<file path="src/rtl/vca_pkg.sv">
package vca_pkg;
  typedef enum logic [0:0] {
    ST_IDLE = 1'b0,
    ST_RUN  = 1'b1
  } seq_state_t;
endpackage

</file>
<file path="src/rtl/vca_carry_adder.sv">
module vca_carry_adder #(
  parameter int ELEM_W = 16
) (
  input  logic [ELEM_W-1:0] op_a,
  input  logic [ELEM_W-1:0] op_b,
  input  logic              cin,
  output logic [ELEM_W-1:0] sum,
  output logic              cout
);
  localparam int SUM_W = ELEM_W + 1;

  logic [SUM_W-1:0] full;

  always_comb begin
    full = {1'b0, op_a} + {1'b0, op_b} + {{ELEM_W{1'b0}}, cin};
    sum  = full[ELEM_W-1:0];
    cout = full[SUM_W-1];
  end
endmodule

</file>
<file path="src/rtl/vca_elem_store.sv">
module vca_elem_store #(
  parameter int ELEM_W = 16,
  parameter int DEPTH  = 64,
  parameter int AW     = $clog2(DEPTH)
) (
  input  logic              clk,
  input  logic              ld_we,
  input  logic [AW-1:0]     ld_addr,
  input  logic [ELEM_W-1:0] ld_a,
  input  logic [ELEM_W-1:0] ld_b,
  input  logic [ELEM_W-1:0] ld_d,
  input  logic              ex_we,
  input  logic [AW-1:0]     ex_addr,
  input  logic [ELEM_W-1:0] ex_d,
  output logic [ELEM_W-1:0] ex_a,
  output logic [ELEM_W-1:0] ex_b,
  input  logic [AW-1:0]     rd_addr,
  output logic [ELEM_W-1:0] rd_d
);
  logic [ELEM_W-1:0] a_mem [DEPTH];
  logic [ELEM_W-1:0] b_mem [DEPTH];
  logic [ELEM_W-1:0] d_mem [DEPTH];

  logic              d_we;
  logic [AW-1:0]     d_waddr;
  logic [ELEM_W-1:0] d_wdata;

  // Load and execute never overlap, so one write port serves both.
  always_comb begin
    d_we    = ld_we | ex_we;
    d_waddr = ex_we ? ex_addr : ld_addr;
    d_wdata = ex_we ? ex_d    : ld_d;
  end

  always_ff @(posedge clk) begin
    if (ld_we) a_mem[ld_addr] <= ld_a;
  end

  always_ff @(posedge clk) begin
    if (ld_we) b_mem[ld_addr] <= ld_b;
  end

  always_ff @(posedge clk) begin
    if (d_we) d_mem[d_waddr] <= d_wdata;
  end

  always_ff @(posedge clk) begin
    rd_d <= d_mem[rd_addr];
  end

  assign ex_a = a_mem[ex_addr];
  assign ex_b = b_mem[ex_addr];
endmodule

</file>
<file path="src/rtl/vca_carry_bits.sv">
module vca_carry_bits #(
  parameter int DEPTH = 64,
  parameter int AW    = $clog2(DEPTH)
) (
  input  logic          clk,
  input  logic          rst,
  input  logic          ld_we,
  input  logic [AW-1:0] ld_addr,
  input  logic          ld_bit,
  input  logic          ex_we,
  input  logic [AW-1:0] ex_addr,
  input  logic          ex_bit,
  output logic          ex_cin,
  input  logic [AW-1:0] rd_addr,
  output logic          rd_bit
);
  logic [DEPTH-1:0] flags_q;

  always_ff @(posedge clk) begin
    if (rst) begin
      flags_q <= '0;
      rd_bit  <= 1'b0;
    end else begin
      if (ex_we)      flags_q[ex_addr] <= ex_bit;
      else if (ld_we) flags_q[ld_addr] <= ld_bit;
      rd_bit <= flags_q[rd_addr];
    end
  end

  assign ex_cin = flags_q[ex_addr];
endmodule

</file>
<file path="src/rtl/vca_step_ctrl.sv">
module vca_step_ctrl
  import vca_pkg::*;
#(
  parameter int DEPTH = 64,
  parameter int AW    = $clog2(DEPTH),
  parameter int LW    = $clog2(DEPTH + 1)
) (
  input  logic             clk,
  input  logic             rst,
  input  logic             start,
  input  logic [LW-1:0]    start_vl,
  input  logic [DEPTH-1:0] start_mask,
  input  logic             start_has_mask,
  output logic             busy,
  output logic             done,
  output logic [LW-1:0]    src_idx,
  output logic [LW-1:0]    dst_idx,
  output logic             elem_we,
  output logic [AW-1:0]    elem_addr
);
  localparam logic [LW-1:0] VL_MAX = LW'(DEPTH);
  localparam logic [LW-1:0] ONE    = LW'(1);

  seq_state_t       state_q;
  logic [LW-1:0]    vl_q;
  logic [DEPTH-1:0] mask_q;
  logic [LW-1:0]    vl_in;

  always_comb begin
    vl_in = (start_vl > VL_MAX) ? VL_MAX : start_vl;
  end

  always_ff @(posedge clk) begin
    if (rst) begin
      state_q <= ST_IDLE;
      vl_q    <= '0;
      mask_q  <= '0;
      src_idx <= '0;
      dst_idx <= '0;
      done    <= 1'b0;
    end else begin
      done <= 1'b0;
      case (state_q)
        ST_IDLE: begin
          if (start) begin
            vl_q    <= vl_in;
            mask_q  <= start_has_mask ? start_mask : '1;
            src_idx <= '0;
            dst_idx <= '0;
            if (vl_in == '0) done    <= 1'b1;
            else             state_q <= ST_RUN;
          end
        end
        ST_RUN: begin
          src_idx <= src_idx + ONE;
          dst_idx <= dst_idx + ONE;
          if (dst_idx == vl_q - ONE) begin
            state_q <= ST_IDLE;
            done    <= 1'b1;
          end
        end
        default: state_q <= ST_IDLE;
      endcase
    end
  end

  always_comb begin
    busy      = (state_q == ST_RUN);
    elem_addr = src_idx[AW-1:0];
    elem_we   = busy && mask_q[elem_addr];
  end
endmodule

</file>
<file path="src/rtl/vec_carry_add_seq.sv">
module vec_carry_add_seq #(
  parameter int ELEM_W = 16,
  parameter int DEPTH  = 64,
  parameter int AW     = $clog2(DEPTH),
  parameter int LW     = $clog2(DEPTH + 1)
) (
  input  logic              clk,
  input  logic              rst,
  input  logic              ld_en,
  input  logic [AW-1:0]     ld_addr,
  input  logic [ELEM_W-1:0] ld_a,
  input  logic [ELEM_W-1:0] ld_b,
  input  logic [ELEM_W-1:0] ld_d,
  input  logic              ld_carry,
  input  logic [AW-1:0]     rd_addr,
  output logic [ELEM_W-1:0] rd_sum,
  output logic              rd_carry,
  input  logic              start,
  input  logic [LW-1:0]     start_vl,
  input  logic [DEPTH-1:0]  start_mask,
  input  logic              start_has_mask,
  output logic              busy,
  output logic              done,
  output logic [LW-1:0]     state_idx
);
  logic              ld_ok;
  logic [LW-1:0]     src_idx;
  logic [LW-1:0]     dst_idx;
  logic              elem_we;
  logic [AW-1:0]     elem_addr;
  logic [ELEM_W-1:0] op_a;
  logic [ELEM_W-1:0] op_b;
  logic              cin;
  logic [ELEM_W-1:0] sum;
  logic              cout;
  logic              start_ok;

  assign ld_ok     = ld_en & ~busy;
  assign start_ok  = start & ~busy;
  assign state_idx = dst_idx;

  vca_step_ctrl #(.DEPTH(DEPTH), .AW(AW), .LW(LW)) u_ctrl (
    .clk            (clk),
    .rst            (rst),
    .start          (start_ok),
    .start_vl       (start_vl),
    .start_mask     (start_mask),
    .start_has_mask (start_has_mask),
    .busy           (busy),
    .done           (done),
    .src_idx        (src_idx),
    .dst_idx        (dst_idx),
    .elem_we        (elem_we),
    .elem_addr      (elem_addr)
  );

  vca_elem_store #(.ELEM_W(ELEM_W), .DEPTH(DEPTH), .AW(AW)) u_store (
    .clk     (clk),
    .ld_we   (ld_ok),
    .ld_addr (ld_addr),
    .ld_a    (ld_a),
    .ld_b    (ld_b),
    .ld_d    (ld_d),
    .ex_we   (elem_we),
    .ex_addr (elem_addr),
    .ex_d    (sum),
    .ex_a    (op_a),
    .ex_b    (op_b),
    .rd_addr (rd_addr),
    .rd_d    (rd_sum)
  );

  vca_carry_bits #(.DEPTH(DEPTH), .AW(AW)) u_carry (
    .clk     (clk),
    .rst     (rst),
    .ld_we   (ld_ok),
    .ld_addr (ld_addr),
    .ld_bit  (ld_carry),
    .ex_we   (elem_we),
    .ex_addr (elem_addr),
    .ex_bit  (cout),
    .ex_cin  (cin),
    .rd_addr (rd_addr),
    .rd_bit  (rd_carry)
  );

  vca_carry_adder #(.ELEM_W(ELEM_W)) u_add (
    .op_a (op_a),
    .op_b (op_b),
    .cin  (cin),
    .sum  (sum),
    .cout (cout)
  );
endmodule

</file>
<file path="config.mk">
export PLATFORM = sky130hd
export DESIGN_NAME = vec_carry_add_seq
export DESIGN_NICKNAME = d
export VERILOG_FILES = /design/src/rtl/vca_pkg.sv /design/src/rtl/vca_carry_adder.sv /design/src/rtl/vca_elem_store.sv /design/src/rtl/vca_carry_bits.sv /design/src/rtl/vca_step_ctrl.sv /design/src/rtl/vec_carry_add_seq.sv
export SDC_FILE = /design/constraint.sdc
export NUM_CORES = 2
export LEC_CHECK = 0
export BUFFER_PORTS_ARGS = -buffer_cell sky130_fd_sc_hd__buf_2
export CAP_MARGIN = 10
export CORE_MARGIN = 3
export CORE_UTILIZATION = 50
export CTS_BUF_LIST = sky130_fd_sc_hd__clkbuf_8
export CTS_CLUSTER_DIAMETER = 100
export DETAILED_ROUTE_END_ITERATION = 10
export PLACE_DENSITY = 0.64
export RECOVER_POWER = 50
export SYNTH_ARGS = -nofsm -noshare
export SYNTH_HDL_FRONTEND = slang
export SYNTH_SLANG_ARGS = --single-unit
</file>
<file path="constraint.sdc">
create_clock -name clk -period 18.1 [get_ports clk]
set_input_delay 0 -clock clk [delete_from_list [all_inputs] [get_ports clk]]
set_output_delay 0 -clock clk [all_outputs]
set_load 0.01 [all_outputs]
</file>
Word level (Yosys, flattened, before mapping). Memory sizes are Yosys's and may differ from the RTL's. A register that Yosys moved wholly into a read port is not among the register bits. Cells that the tools add are included.

Add/sub/neg operators: 5. $lt $le $gt $ge: 6. Eq/ne operators: 2. Muxes and demuxes: 37. Bitwise logic cells: 4. Reductions and logical operators: 6.

Operator list (count): $mux 64 (3); $bwmux 64 (2); $mux 6 (5); $pmux 7 s2 (2); $lt 6x7->1 const B (3); $bmux 1 s6 (3); $add 16x16->17 (1); $add 17x1->17 (1); $mux 16 (1); $mux 1 (15); $add 7x1->7 const B (2); $mux 7 (2); $demux 1 s6 (2); $ge 6x1->1 const B (2); $eq 7x7->1 (1); $gt 7x7->1 const B (1); $logic_not 7->1 (1); $sub 7x1->7 const B (1); $pmux 1 s2 (2); $logic_and 1x1->1 (3); $and 1x1->1 (2); $ne 2x2->1 const B (1); $reduce_and 2->1 (1); $reduce_bool 2->1 (1); 2 further kinds (2).

Bits in registers: 152. RAM bits: 3072. Input port bits: 137. Output and inout port bits: 26. Memories: 3.

Memories: u_store.a_mem (depth 64, bits a word 16, rd ports 1, clocked after Yosys merged registers in 1, write ports 1, RTL line vca_elem_store.sv:20) `logic [ELEM_W-1:0] a_mem [DEPTH];`; u_store.b_mem (depth 64, bits a word 16, rd ports 1, clocked after Yosys merged registers in 1, write ports 1, RTL line vca_elem_store.sv:21) `logic [ELEM_W-1:0] b_mem [DEPTH];`; u_store.d_mem (depth 64, bits a word 16, rd ports 1, clocked after Yosys merged registers in 1, write ports 1, RTL line vca_elem_store.sv:22) `logic [ELEM_W-1:0] d_mem [DEPTH];`.

Logic depth before layout (Yosys ltp).
Depth in word-level cells: 7. Mapped depth: 23.

Modules after synthesis. A second synthesis with hierarchy kept.

Cells, all modules: 6363. Area total of the unflattened synthesis: 127613.6 um^2.

Modules (own cells, without submodules): vca_elem_store (times used 1, cells each 5153, area each 117576.5 um^2, sequential area each 92568.8 um^2); vca_carry_bits (times used 1, cells each 638, area each 5087.4 um^2, sequential area each 1301.2 um^2); vca_step_ctrl (times used 1, cells each 481, area each 4204.0 um^2, sequential area each 1741.7 um^2); vca_carry_adder (times used 1, cells each 89, area each 733.2 um^2, sequential area each 0.0 um^2); vec_carry_add_seq (times used 1, cells each 2, area each 12.5 um^2, sequential area each 0.0 um^2).

Worst setup path after synthesis. OpenSTA, ideal clock, no wires.

Path kind: reg2reg. Start point: register (tool-made name). End point: memory u_store.d_mem[0][12], data pin. Library setup time: 0.702 ns. Arrival time: 7.257 ns. Path slack: 10.142 ns. Stages on the path, launching flop included: 18. Path buffers: 3. Cells stage by stage: dfxtp_1 -> buf_2 -> buf_1 -> buf_1 -> mux4_2 -> mux4_2 -> mux2_2 -> a21oi_1 -> fa_1 -> inv_1 -> fa_1 -> a211oi_1 -> o21ai_0 -> a211oi_1 -> o21bai_1 -> a21oi_1 -> xnor2_1 -> o21ai_0.

RTL lines (RTL line): end, declared (vca_elem_store.sv:22).

Final worst setup path.
Start point: register u_ctrl.state_q, in the netlist u_ctrl.busy. End point: memory u_store.d_mem[33][8] (enable).

Word-level cells in the longest chain between the ends: 5.

Ends and longest elaborated chain: start, declared (RTL line vca_step_ctrl.sv:24) `seq_state_t state_q;`; start signal, assigned (RTL line vca_step_ctrl.sv:35) `state_q <= ST_IDLE;`; start signal, assigned (RTL line vca_step_ctrl.sv:51) `else state_q <= ST_RUN;`; start signal, assigned (RTL line vca_step_ctrl.sv:58) `state_q <= ST_IDLE;`; $not 1->1 (RTL line vec_carry_add_seq.sv:38) `assign ld_ok = ld_en & ~busy;`; $and 1x1->1 (RTL line vec_carry_add_seq.sv:38); $or 1x1->1 (RTL line vca_elem_store.sv:30) `d_we = ld_we | ex_we;`; $mux 1 (RTL line vca_elem_store.sv:44) `if (d_we) d_mem[d_waddr] <= d_wdata;`; $mux 1 (implied by the code) (RTL line vca_elem_store.sv:44).

Several ways; a longest one is shown, not always the timed one.

==> metrics.yaml <==
die-area_um2: 260000
setup_viol: 0
path_cells: "clkbuf_1 > nor2b_1 > clkbuf_1 > nand2_1 > nor2_4 > clkbuf_1 > a31oi_1 > inv_1"
wirelength_um: 367000
worstPathRequired_ns: 18.73
timing.final.crit_share_pct: 50.3
status: "finished, violations left"
critPathBufInv: 4
ys.warnings.count: 0
ys_seq_elements: 3245
rsz0062_at_grt: "false"
numCtsBuffers: 546
initialDrtViolationCount: 8293
path_clk_slew_ns: 0.06
dr_total_vias: 66200
slew_headroom_pct: -261
hold_path.class: "primary input to flop"
cts_resized: 0
maxCapViolCount: 87
syn_inst: 5729
grtUsageTotal_pct: 28.4
irDropWorstVdd_mv: 0.0801
drc_errors: 0
whs_ns: 0.118
synth_edf_count: 3072
crit_fanout: 33
grt-ovfl-total: 0
die_y_um: 510
start_kind: "flop"
rows: 184
grt_max_degree: 112
die_width_um: 510
slew_violations: 3700
gp_congestion: 0.915
cp_slowest_cell: "clkbuf_1"
cts-root-buf: "clkbuf_8"
cts_tree: "yes"
cellLeakagePower_nw: 45.3
worst_pin_slew_ns: 5.41
routedWlPerCell_um: 35.5
critPathArrivalTime_ns: 9.73
clk_path_buf_depth: 4
cts_num_sinks: 3245
slowest_delay_ns: 3.21
avgSynthCellArea_um2: 22.2
finalCriticalPeriod_ns: 9.10
layout_common_cells: "edfxtp_1, mux4_2, clkbuf_8"
syn_nets: 5886
antenna_left: 0
synth_async_sr_flop_share_pct: 0
powerDensity_nw_per_um2: 103
crit_type: "flop to flop"
synth.distinct_cells: 85
antenna_found_initial: 23
fmax_mhz: 110
syn_to_final_growth_pct: 14.1
clk_latency_ns: 1.08
finalHoldViolations: 0
final_common_cell: "edfxtp_1"
ys_seq_area_share_pct: 75.4
htreeDepth: 6
fin_skew_ns: 0.0717
num-fill-cells: 18400
routed_via_density: 6.41
ios: 163
ys.flop_type: "edfxtp_1"
final_nets: 6744
setup_tns_ns: 0
coreArea_um2: 252000
cpMostUsedCell: "clkbuf_1"
drt_pre_antenna_iters: 6
violations: "max-capacitance violations, max-slew violations"
hpwl_um: 198000
grt_pass1_wl_um: 516000
crit_family: "buffers and inverters"
io_buffers: 162
drive_above_1_share_pct: 29.5
grt_pass1_vias: 67200
initial_core_util_pct: 50.4
end_kind: "flop"
synth_area_um2: 127000
-- per-layer routing --
| layer | wire length [µm] | GRT usage (%) | vias to the layer above |
|---|---|---|---|
| met3 | 30000 | 5.44 | 695 |
| li1 | - | - | 26200 |
| met4 | 15400 | 10.8 | 4 |
| met2 | 180000 | 46.0 | 3495 |
| met1 | 141000 | 38.8 | 35800 |
| met5 | 31 | 0 | - |
-- synth_stat cells, types with 7 or more instances --
master	instances	share of area (%)
dfxtp_1	173	2.7
a31oi_1	29	0.14
nand2b_1	11	0.054
nor2b_1	20	0.099
nand4_1	10	0.049
mux2i_1	33	0.26
o211ai_1	10	0.059
a32oi_1	11	0.076
a211oi_1	44	0.26
edfxtp_1	3072	73
mux4_2	1032	18
buf_2	26	0.10
buf_6	7	0.062
o221ai_1	10	0.069
nor3_1	44	0.17
a21oi_1	51	0.20
o22ai_1	25	0.12
nor3b_1	8	0.047
xnor2_1	10	0.069
nand3_1	20	0.079
nand2_1	119	0.35
nor2_1	215	0.64
a221oi_1	21	0.14
xor2_1	14	0.097
o21ai_0	50	0.20
ha_1	18	0.18
clkbuf_1	214	0.63
inv_1	108	0.32
a22oi_1	16	0.095
a311oi_1	66	0.46
and3_1	9	0.044
buf_1	86	0.25
a21o_1	9	0.053
buf_4	7	0.041
mux2_2	10	0.089
or3_1	7	0.034
and2_1	11	0.054
nand3b_1	10	0.059
-- tightest hold or removal path: cells and delay by family --
kind,cells,cell delay [ns]
compound gates,2,0.26
buf+inv,2,0.68
simple gates,1,0.15
-- stage by stage --
stage          util [%]  cell area, µm²  cells  worst slack (ns)  power [W]
4_1_cts            57.7          145000  10300              9.69     0.0151
6_report           57.5          145000  10300              9.00     0.0150
3_3_place_gp       52.8          133000   9092              9.81    0.00925
5_1_grt            57.5          145000  10300              8.96     0.0155
3_5_place_dp       52.8          133000   9092              9.79    0.00927
2_1_floorplan         -          127000   5729             10.14    0.00894
-- final cells by class --
cell class | count | area (µm²) | area share, %
inverter | 109 | 409 | 0.282
timing repair buffer | 650 | 5000 | 3.45
multi-input combinational | 2035 | 30100 | 20.8
clock buffer | 574 | 7900 | 5.45
clock inverter | 349 | 1570 | 1.08
tap | 3348 | 4190 | 2.89
antenna | 17 | 42.5 | 0.0293
sequential | 3245 | 95700 | 66.0
-- path summary, 6_finish.rpt --
| check | start | endpoint | slack [ns] | depth (start not counted) |
|---|---|---|---|---|
| worst min-delay path | start | u_ctrl.src_idx[5]$_SDFFE_PP0N_ | 0.12 | 5 |
| worst min register to register | u_ctrl.mask_q[20]$_SDFFE_PP0P_ | u_ctrl.mask_q[20]$_SDFFE_PP0P_ | 0.47 | 2 |
| worst max register to register | u_ctrl.busy$_SDFF_PP0_ | u_store.d_mem[33][8]$_DFFE_PP_ | 9.00 | 8 |
| worst max-delay path | u_ctrl.busy$_SDFF_PP0_ | u_store.d_mem[33][8]$_DFFE_PP_ | 9.00 | 8 |
-- timing repair --
item / 4_1_cts / 5_1_grt
hold buffers: 295 / 0
setup buffers: 0 / 0
hold endpoints to repair: 3137 / 0
-- state kept, by name (all words and copies together) (netlist names), named ones only --
name	count
u_store.a_mem	1024
u_ctrl.src_idx	6
u_store.d_mem	1024
u_store.b_mem	1024
u_carry.flags_q	64
u_store.rd_d	16
u_ctrl.vl_q	7
u_ctrl.done	1
u_carry.rd_bit	1
u_ctrl.busy	1
u_ctrl.mask_q	64
u_ctrl.dst_idx	7
-- logic make-up after synthesis --
family / after synthesis / share of synthesized area [%]
DFF: 3245 / 75.4
muxes: 1075 / 18.6
and+or+nand+nor: 510 / 1.84
buffers and inverters: 449 / 1.41
AOI/OAI and AO/OA: 406 / 2.37
xor gates and xnor gates: 24 / 0.165
adders and majority gates: 20 / 0.209
-- where the power goes --
group | internal [W] | leakage (nW) | switching, W
combinational | 0.000344 | 10.7 | 0.000510
clock | 0.00295 | 5.51 | 0.00285
sequential | 0.00831 | 29.1 | 0.0000204
total | 0.0116 | 45.3 | 0.00338
(Power assumes the default switching activity.)
